<file path="src/rtl/seg_chk_pkg.sv">
package seg_chk_pkg;
  localparam int DESC_W    = 64;
  localparam int ADDR_W    = 32;
  localparam int LIM_W     = 20;
  localparam int PAGE_BITS = ADDR_W - LIM_W;
  localparam int PL_W      = 2;
  localparam int CAUSE_W   = 3;
  localparam int ACC_BIT   = 40;

  typedef enum logic [1:0] {
    KIND_READ  = 2'd0,
    KIND_WRITE = 2'd1,
    KIND_FETCH = 2'd2,
    KIND_RSVD  = 2'd3
  } acc_kind_e;

  typedef enum logic [CAUSE_W-1:0] {
    CAUSE_NONE   = 3'd0,
    CAUSE_ABSENT = 3'd1,
    CAUSE_LIMIT  = 3'd2,
    CAUSE_PRIV   = 3'd3,
    CAUSE_TYPE   = 3'd4
  } fault_cause_e;

  typedef struct packed {
    logic [ADDR_W-1:0] base;
    logic [LIM_W-1:0]  lim;
    logic              present;
    logic [PL_W-1:0]   dpl;
    logic              non_sys;
    logic              exec;
    logic              conf_dir;
    logic              rw;
    logic              accessed;
    logic              gran;
    logic              big;
  } seg_fields_t;

  // Granularity scaling of the 20-bit limit field.
  function automatic logic [ADDR_W-1:0] scaled_limit(input logic [LIM_W-1:0] lim,
                                                     input logic gran);
    if (gran) return {lim, {PAGE_BITS{1'b1}}};
    return {{PAGE_BITS{1'b0}}, lim};
  endfunction

  // Highest offset an expand-down segment may use.
  function automatic logic [ADDR_W-1:0] down_ceiling(input logic big);
    if (big) return {ADDR_W{1'b1}};
    return {{(ADDR_W-16){1'b0}}, 16'hFFFF};
  endfunction
endpackage

</file>
<file path="src/rtl/seg_field_unpack.sv">
module seg_field_unpack
  import seg_chk_pkg::*;
(
  input  logic [DESC_W-1:0] desc,
  output seg_fields_t       fld
);
  always_comb begin
    fld.base     = {desc[63:56], desc[39:16]};
    fld.lim      = {desc[51:48], desc[15:0]};
    fld.present  = desc[47];
    fld.dpl      = desc[46:45];
    fld.non_sys  = desc[44];
    fld.exec     = desc[43];
    fld.conf_dir = desc[42];
    fld.rw       = desc[41];
    fld.accessed = desc[ACC_BIT];
    fld.gran     = desc[55];
    fld.big      = desc[54];
  end
endmodule

</file>
<file path="src/rtl/seg_rule_eval.sv">
module seg_rule_eval
  import seg_chk_pkg::*;
(
  input  seg_fields_t        fld,
  input  logic [ADDR_W-1:0]  off,
  input  logic [1:0]         kind,
  input  logic [PL_W-1:0]    cpl,
  output logic               absent_hit,
  output logic               type_hit,
  output logic               priv_hit,
  output logic               limit_hit,
  output logic [CAUSE_W-1:0] cause
);
  logic [ADDR_W-1:0] eff_lim;
  logic              expand_down;

  assign eff_lim     = scaled_limit(fld.lim, fld.gran);
  assign expand_down = !fld.exec && fld.conf_dir;
  assign absent_hit  = !fld.present;

  always_comb begin
    type_hit = 1'b0;
    if (!fld.non_sys || kind == KIND_RSVD) type_hit = 1'b1;
    else if (fld.exec)
      type_hit = (kind == KIND_WRITE) || (kind == KIND_READ && !fld.rw);
    else
      type_hit = (kind == KIND_FETCH) || (kind == KIND_WRITE && !fld.rw);
  end

  always_comb begin
    if (!fld.exec)         priv_hit = cpl > fld.dpl;
    else if (fld.conf_dir) priv_hit = cpl < fld.dpl;
    else                   priv_hit = cpl != fld.dpl;
  end

  always_comb begin
    if (expand_down) limit_hit = (off <= eff_lim) || (off > down_ceiling(fld.big));
    else             limit_hit = off > eff_lim;
  end

  always_comb begin
    if (absent_hit)     cause = CAUSE_ABSENT;
    else if (type_hit)  cause = CAUSE_TYPE;
    else if (priv_hit)  cause = CAUSE_PRIV;
    else if (limit_hit) cause = CAUSE_LIMIT;
    else                cause = CAUSE_NONE;
  end
endmodule

</file>
<file path="src/rtl/seg_check_unit.sv">
module seg_check_unit
  import seg_chk_pkg::*;
(
  input  logic               clk,
  input  logic               rst_n,
  input  logic               req_vld,
  input  logic [31:0]        req_off,
  input  logic [1:0]         req_kind,
  input  logic [1:0]         req_cpl,
  input  logic [63:0]        desc,
  output logic               rsp_vld,
  output logic               rsp_fault,
  output logic [2:0]         rsp_cause,
  output logic [31:0]        rsp_lin,
  output logic               wb_vld,
  output logic [63:0]        wb_desc
);
  localparam logic [DESC_W-1:0] ACC_MASK = DESC_W'(1) << ACC_BIT;

  seg_fields_t        fld;
  logic               absent_hit, type_hit, priv_hit, limit_hit;
  logic [CAUSE_W-1:0] cause_c;
  logic               refuse;
  logic               need_wb;

  seg_field_unpack u_unpack (.desc(desc), .fld(fld));

  seg_rule_eval u_rules (
    .fld(fld), .off(req_off), .kind(req_kind), .cpl(req_cpl),
    .absent_hit(absent_hit), .type_hit(type_hit), .priv_hit(priv_hit),
    .limit_hit(limit_hit), .cause(cause_c)
  );

  assign refuse  = cause_c != CAUSE_NONE;
  assign need_wb = !refuse && !fld.accessed;

  always_ff @(posedge clk) begin
    if (!rst_n) begin
      rsp_vld   <= 1'b0;
      rsp_fault <= 1'b0;
      rsp_cause <= '0;
      rsp_lin   <= '0;
      wb_vld    <= 1'b0;
      wb_desc   <= '0;
    end else begin
      rsp_vld   <= req_vld;
      rsp_fault <= req_vld && refuse;
      rsp_cause <= req_vld ? cause_c : '0;
      rsp_lin   <= (req_vld && !refuse) ? fld.base + req_off : '0;
      wb_vld    <= req_vld && need_wb;
      wb_desc   <= (req_vld && need_wb) ? (desc | ACC_MASK) : '0;
    end
  end

  a_r1_resp_follows_req: assert property (@(posedge clk) disable iff (!rst_n)
    req_vld |=> rsp_vld);
  a_r1_idle_quiet: assert property (@(posedge clk) disable iff (!rst_n)
    !req_vld |=> (!rsp_vld && !wb_vld && !rsp_fault));
  a_r3_absent_first: assert property (@(posedge clk) disable iff (!rst_n)
    (req_vld && !desc[47]) |=> (rsp_fault && rsp_cause == CAUSE_ABSENT));
  a_r4_data_fetch: assert property (@(posedge clk) disable iff (!rst_n)
    (req_vld && desc[47] && !desc[43] && req_kind == KIND_FETCH)
      |=> rsp_cause == CAUSE_TYPE);
  a_r6_byte_limit: assert property (@(posedge clk) disable iff (!rst_n)
    (req_vld && desc[47] && desc[44] && !desc[43] && !desc[42] && !desc[55]
     && req_kind == KIND_READ && req_cpl <= desc[46:45]
     && req_off > {12'b0, desc[51:48], desc[15:0]})
      |=> rsp_cause == CAUSE_LIMIT);
  a_r10_no_wb_when_set: assert property (@(posedge clk) disable iff (!rst_n)
    (req_vld && desc[ACC_BIT]) |=> !wb_vld);
  a_r10_wb_only_on_success: assert property (@(posedge clk) disable iff (!rst_n)
    wb_vld |-> (rsp_vld && !rsp_fault));
  a_r11_fault_zero_addr: assert property (@(posedge clk) disable iff (!rst_n)
    rsp_fault |-> rsp_lin == 32'd0);
endmodule

</file>
<file path="config.mk">
export PLATFORM = sky130hd
export DESIGN_NAME = seg_check_unit
export DESIGN_NICKNAME = d
export VERILOG_FILES = /design/src/rtl/seg_chk_pkg.sv /design/src/rtl/seg_field_unpack.sv /design/src/rtl/seg_rule_eval.sv /design/src/rtl/seg_check_unit.sv
export SDC_FILE = /design/constraint.sdc
export NUM_CORES = 1
export LEC_CHECK = 0
export ABC_AREA = 1
export BUFFER_PORTS_ARGS = -buffer_cell sky130_fd_sc_hd__buf_2
export CORE_UTILIZATION = 25
export CTS_BUF_LIST = sky130_fd_sc_hd__clkbuf_8 sky130_fd_sc_hd__clkbuf_16
export DETAILED_ROUTE_END_ITERATION = 16
export GPL_TIMING_DRIVEN = 0
export SLEW_MARGIN = 25
export SYNTH_ARGS = -nofsm -noshare
export SYNTH_HDL_FRONTEND = slang
export SYNTH_SLANG_ARGS = --single-unit
</file>
<file path="constraint.sdc">
create_clock -name clk -period 5.1 [get_ports clk]
set_clock_uncertainty 0.05 [all_clocks]
set_input_delay 1.53 -clock clk [delete_from_list [all_inputs] [get_ports clk]]
set_output_delay 1.53 -clock clk [all_outputs]
set_load 0.02 [all_outputs]
</file>
# After elaboration in Yosys (flattened, before gate mapping)

Cells that the tools add are included.

Register bits after elaboration: 102
Input bits: 103
Logic and storage cells: 56

$add $sub $neg: 1
Order comparisons: 5
Eq/ne operators: 4
Muxes and demuxes: 18
Reduce and logical (&&, ||, !) cells: 21

Operator list:

| cell                                                            | count |
|---|---|
| 32-bit 2-to-1 mux                                               | 5 |
| 32-bit greater-than comparator                                  | 2 |
| 41-bit 2-to-1 mux                                               | 1 |
| 32-bit adder                                                    | 1 |
| 32-bit <= comparator                                            | 1 |
| 3-bit 2-to-1 mux                                                | 3 |
| 1-bit 2-to-1 mux                                                | 8 |
| 1-bit logical AND                                               | 7 |
| 2-bit AND reduction                                             | 3 |
| 1-bit logical NOT                                               | 5 |
| 2-bit == test, second input constant                            | 2 |
| 1-bit logical OR                                                | 4 |
| 3-bit nonzero test                                              | 1 |
| 2-bit by 1-bit == test with 1-bit output, second input constant | 1 |
| 2-bit greater-than comparator                                   | 1 |
| 2-bit logical NOT                                               | 1 |
| 2-bit < comparator                                              | 1 |
| 2-bit 2-to-1 mux                                                | 1 |
| 2-bit inequality test                                           | 1 |

# Logic depth before layout (Yosys ltp)

Depth after elaboration: 17
Gate-level depth with buffers: 19
Depth with buffers taken out: 18

# Hierarchy

Synthesis repeated with hierarchy kept, for this count alone.

Cells, all modules: 1099
Area total of the unflattened synthesis: 7183.1 um2

Modules (own cells, without submodules):

| module           | times used | cells an instance | area each (um2) | sequential area each (um2) |
|---|---|---|---|---|
| seg_check_unit   | 1          | 791               | 5177.5          | 2021.9 |
| seg_rule_eval    | 1          | 246               | 1540.2          | 0.0 |
| seg_field_unpack | 1          | 62                | 465.4           | 0.0 |

# Least setup slack after synthesis

No wires, ideal clock.

Kind: in2reg
Start: input port desc[55]
End: register wb_desc[43]
Setup time: 0.062 ns
Arrival: 3.462 ns
Setup slack: 1.526 ns
Stages on the path: 14
Buffers on the path: 2
Cells stage by stage: clkbuf_1 > nand2_1 > ha_1 > nand2_2 > nor2_2 > nand3_1 > nor2_2 > nand2_1 > nand4_1 > nand2_2 > a21oi_4 > nand4_4 > buf_6 > nor2_2

Word-level cells in the longest chain between the ends: 14
Elaborated cells between the ends (all ways): 15
Those cells by class: order compare: 2; mux: 7; reduce/logical: 6

RTL lines:

| item                                     | RTL line             | text |
|---|---|---|
| from (decl)                              | seg_check_unit.sv:10 | `input logic [63:0] desc,` |
| 1-bit 2-to-1 mux (*)                     | seg_chk_pkg.sv:42    | `if (gran) return {lim, {PAGE_BITS{1'b1}}};` |
| 32-bit 2-to-1 mux (*)                    | seg_chk_pkg.sv:43    | `return {{PAGE_BITS{1'b0}}, lim};` |
| 32-bit <= comparator                     | seg_rule_eval.sv:37  | `if (expand_down) limit_hit = (off <= eff_lim) \|\| (off > down_ceiling(fld.big));` |
| 1-bit logical OR                         | seg_rule_eval.sv:37  |  |
| 1-bit 2-to-1 mux (*)                     | seg_rule_eval.sv:37  |  |
| 2-bit 2-to-1 mux (*)                     | seg_rule_eval.sv:45  | `else if (limit_hit) cause = CAUSE_LIMIT;` |
| 3-bit 2-to-1 mux (*)                     | seg_rule_eval.sv:44  | `else if (priv_hit) cause = CAUSE_PRIV;` |
| 3-bit 2-to-1 mux (*)                     | seg_rule_eval.sv:43  | `else if (type_hit) cause = CAUSE_TYPE;` |
| 3-bit 2-to-1 mux (*)                     | seg_rule_eval.sv:42  | `if (absent_hit) cause = CAUSE_ABSENT;` |
| 3-bit nonzero test (*)                   | seg_check_unit.sv:34 | `assign refuse = cause_c != CAUSE_NONE;` |
| 1-bit logical NOT (*)                    | seg_check_unit.sv:35 | `assign need_wb = !refuse && !fld.accessed;` |
| 1-bit logical AND (*)                    | seg_check_unit.sv:35 |  |
| 1-bit logical AND (*)                    | seg_check_unit.sv:51 | `wb_desc <= (req_vld && need_wb) ? (desc \| ACC_MASK) : '0;` |
| 2-bit AND reduction (no source line) (*) | --                   |  |
| to (signal assigned)                     | seg_check_unit.sv:51 |  |
| to (decl)                                | seg_check_unit.sv:16 | `output logic [63:0] wb_desc` |

Mark *: on every way between the ends. The rest lies on a longest branch, timed or not.
A chain may end at the register's enable or synchronous reset.

# Final worst setup path

Start: input port desc[55]
End: register wb_desc[33]

The elaborated chain is that of the path after synthesis.

==> flow_summary.json <==
{
  "status": "completed",
  "cts_root_buffer": "clkbuf_16",
  "drtPass1Iterations": 5,
  "wirelength_um": 21200,
  "crit_fanout": 10,
  "wl_per_cell_um": 14.8,
  "fin_nets": 1285,
  "htreeDepth": 3,
  "synth_seq_area_share": 0.317,
  "cpPeakStageDelay_ns": 0.38,
  "cts.sinks": 101,
  "ys_warn_count": 0,
  "synth.most_common_cell": "nand2_1",
  "min_from": "desc[47]",
  "cts_tree": "yes",
  "synth-async-reset-ratio": 0,
  "vias_per_cell": 4.34,
  "synth.top_cell.area_share": 0.317,
  "area_growth_syn_to_layout_pct": 27.6,
  "period_minus_slack_ns": 3.83,
  "fin_crit_sh": 0.751,
  "slew_headroom": 0.584,
  "worst_slack_ns": 1.27,
  "crit_path_frequent_cell": "nand2_1",
  "yosysUniqueCellTypes": 36,
  "start_kind": "primary input",
  "cts_setup_buffers": 0,
  "rsz0062_at_grt": "no",
  "end_kind": "register",
  "vias": 6221,
  "die_y_um": 162,
  "die_w_um": 162,
  "min_path_type": "in -> reg",
  "portBuffers": 203,
  "hold_viol_final": 0,
  "start_util": 0.254,
  "track_usage": 0.164,
  "finalSetupTns_ns": 0,
  "setup_viol": 0,
  "drt-initial-drc-count": 375,
  "cts_buffer_depth": 2,
  "ctsHoldBuffers": 0,
  "synth-seq-cells": 101,
  "min_to": "rsp_cause[0]",
  "ys_top_cells_by_count": "173 x nand2_1, 147 x inv_1, 106 x nor2_1",
  "arrival_ns": 4.06,
  "core_area_mm2": 0.0251,
  "finalMaxSlewViolations": 0,
  "cts_resized": 0,
  "synth.avg_cell_area_um2": 7.20,
  "grt_pass1_wl_um": 32300,
  "syn_inst": 886,
  "power_density_mw_per_mm2": 250,
  "ant_nets": 0,
  "dieArea_mm2": 0.0261,
  "grt_max_degree": 18,
  "ir_worst_vdd_mv": 0.150,
  "layout-drive-gt1-share": 0.271,
  "grt_pass1_vias": 5992,
  "synth_nets": 1071,
  "crit_chain": "clkbuf_1 -> nand2_1 -> ha_1 -> nand2_1 -> inv_2 -> nand2_2 -> nor2_2 -> nand2_1 -> nor2_1 -> nand2_1 -> nand4_1 -> nand2_2 -> a21oi_4 -> nand4_4 -> buf_6 -> nor2_2",
  "antenna_found_initial": 0,
  "dp_cells": 1419,
  "tightest_slew_ns": 0.618,
  "synth_area_leaders": "dfxtp_1 32%, ha_1 16%, nand2_1 10%",
  "path_clk_slew_ns": 0.07,
  "cts_made_buffers": 9,
  "rows": 58,
  "final.fill_count": 2774,
  "min_path_cells": 2,
  "dp_hpwl_um": 18300,
  "criticalPathCategory": "in -> reg",
  "synth_area_mm2": 0.00637,
  "fmax_mhz": 261,
  "crit_slowest_cell": "clkbuf_1",
  "grt_overflow": 0,
  "dpl_worst_slack_ns": 0.862,
  "fin_cells": 1435,
  "power.leakage_nw": 4.49,
  "required_ns": 5.33,
  "drv_cap": 0,
  "route.detailed.drc": 0,
  "gp_congestion": 0.882,
  "num_antenna_cells": 0,
  "synth_top_area_cell": "dfxtp_1",
  "io_pins": 205,
  "synth-edff-count": 0,
  "ys.flop_type": "dfxtp_1"
}
[layer usage]
layer  wire length (um)  GRT usage  part of all wire
met1               9800      0.211              0.46
met2              10100      0.283              0.48
met3               1020     0.0273             0.048
met4                260     0.0382             0.012
met5                  0          0                 0
[sequential cells by signal (all words and copies together) (netlist names)]
name       count
rsp_cause      3
rsp_fault      1
rsp_lin       32
rsp_vld        1
wb_desc       63
wb_vld         1
[cell usage in the layout, fill, tap and decap left out, types with 13 or more instances in the layout]
cell and count:
xor2_1 13, nand2_1 173, dfxtp_1 101, nand3_1 28, nand4_1 14, buf_2 205
o21ai_0 35, nor2_1 106, nor2_2 60, ha_1 81, inv_1 147, a21oi_1 57
[cell type report]
| cell class | instances | area (um^2) | share of cell area |
|---|---|---|---|
| buffer | 13 | 100 | 0.0123 |
| sequential | 101 | 2020 | 0.249 |
| tap | 330 | 413 | 0.0508 |
| multi-input combinational | 624 | 3700 | 0.454 |
| inverter | 148 | 556 | 0.0683 |
| clock buffer | 14 | 294 | 0.0361 |
| clock inverter | 2 | 37.5 | 0.00461 |
| timing repair buffer | 203 | 1020 | 0.125 |
[worst max-delay path, delay by kind of cell]
kind	cells	cell delay, ns
AND/OR/NAND/NOR	11	1.20
adder cells (fa/ha/maj)	1	0.32
AO/OA/AOI/OAI	1	0.28
buffers and inverters	3	0.72
[report_power, final]
group	internal, mW	total (mW)	switching [mW]
Combinational	0.173	0.483	0.311
Clock	0.448	0.754	0.306
Sequential	0.792	0.793	0.000861
Total	1.41	2.03	0.618
[how the worst max path moves through the flow]
stage / start / end / depth (start not counted)
floorplan: desc[55] / wb_desc[43] / 14
global placement: desc[55] / wb_desc[33] / 16
detailed placement: desc[55] / wb_desc[33] / 16
CTS: desc[55] / wb_desc[33] / 16
global route: desc[55] / wb_desc[33] / 16
finish: desc[55] / wb_desc[33] / 16
[stage by stage]
stage	util	total power, mW	area (um^2)	hold slack, ns
after floorplan	-	1.13	6370	1.58
after CTS	0.324	2.06	8140	1.32
after global routing	0.324	2.15	8140	1.34
after detailed placement	0.311	1.29	7800	1.69
final	0.324	2.03	8140	1.33
after global placement	0.311	1.29	7800	1.69
[kinds of logic after synthesis]
group / share of synthesized area
and+or+nand+nor: 0.282
AOI/OAI and AO/OA: 0.105
adders and majority gates: 0.162
DFF: 0.317
xor gates and xnor gates: 0.0316
buffers and inverters: 0.103
(Power assumes the default switching activity.)
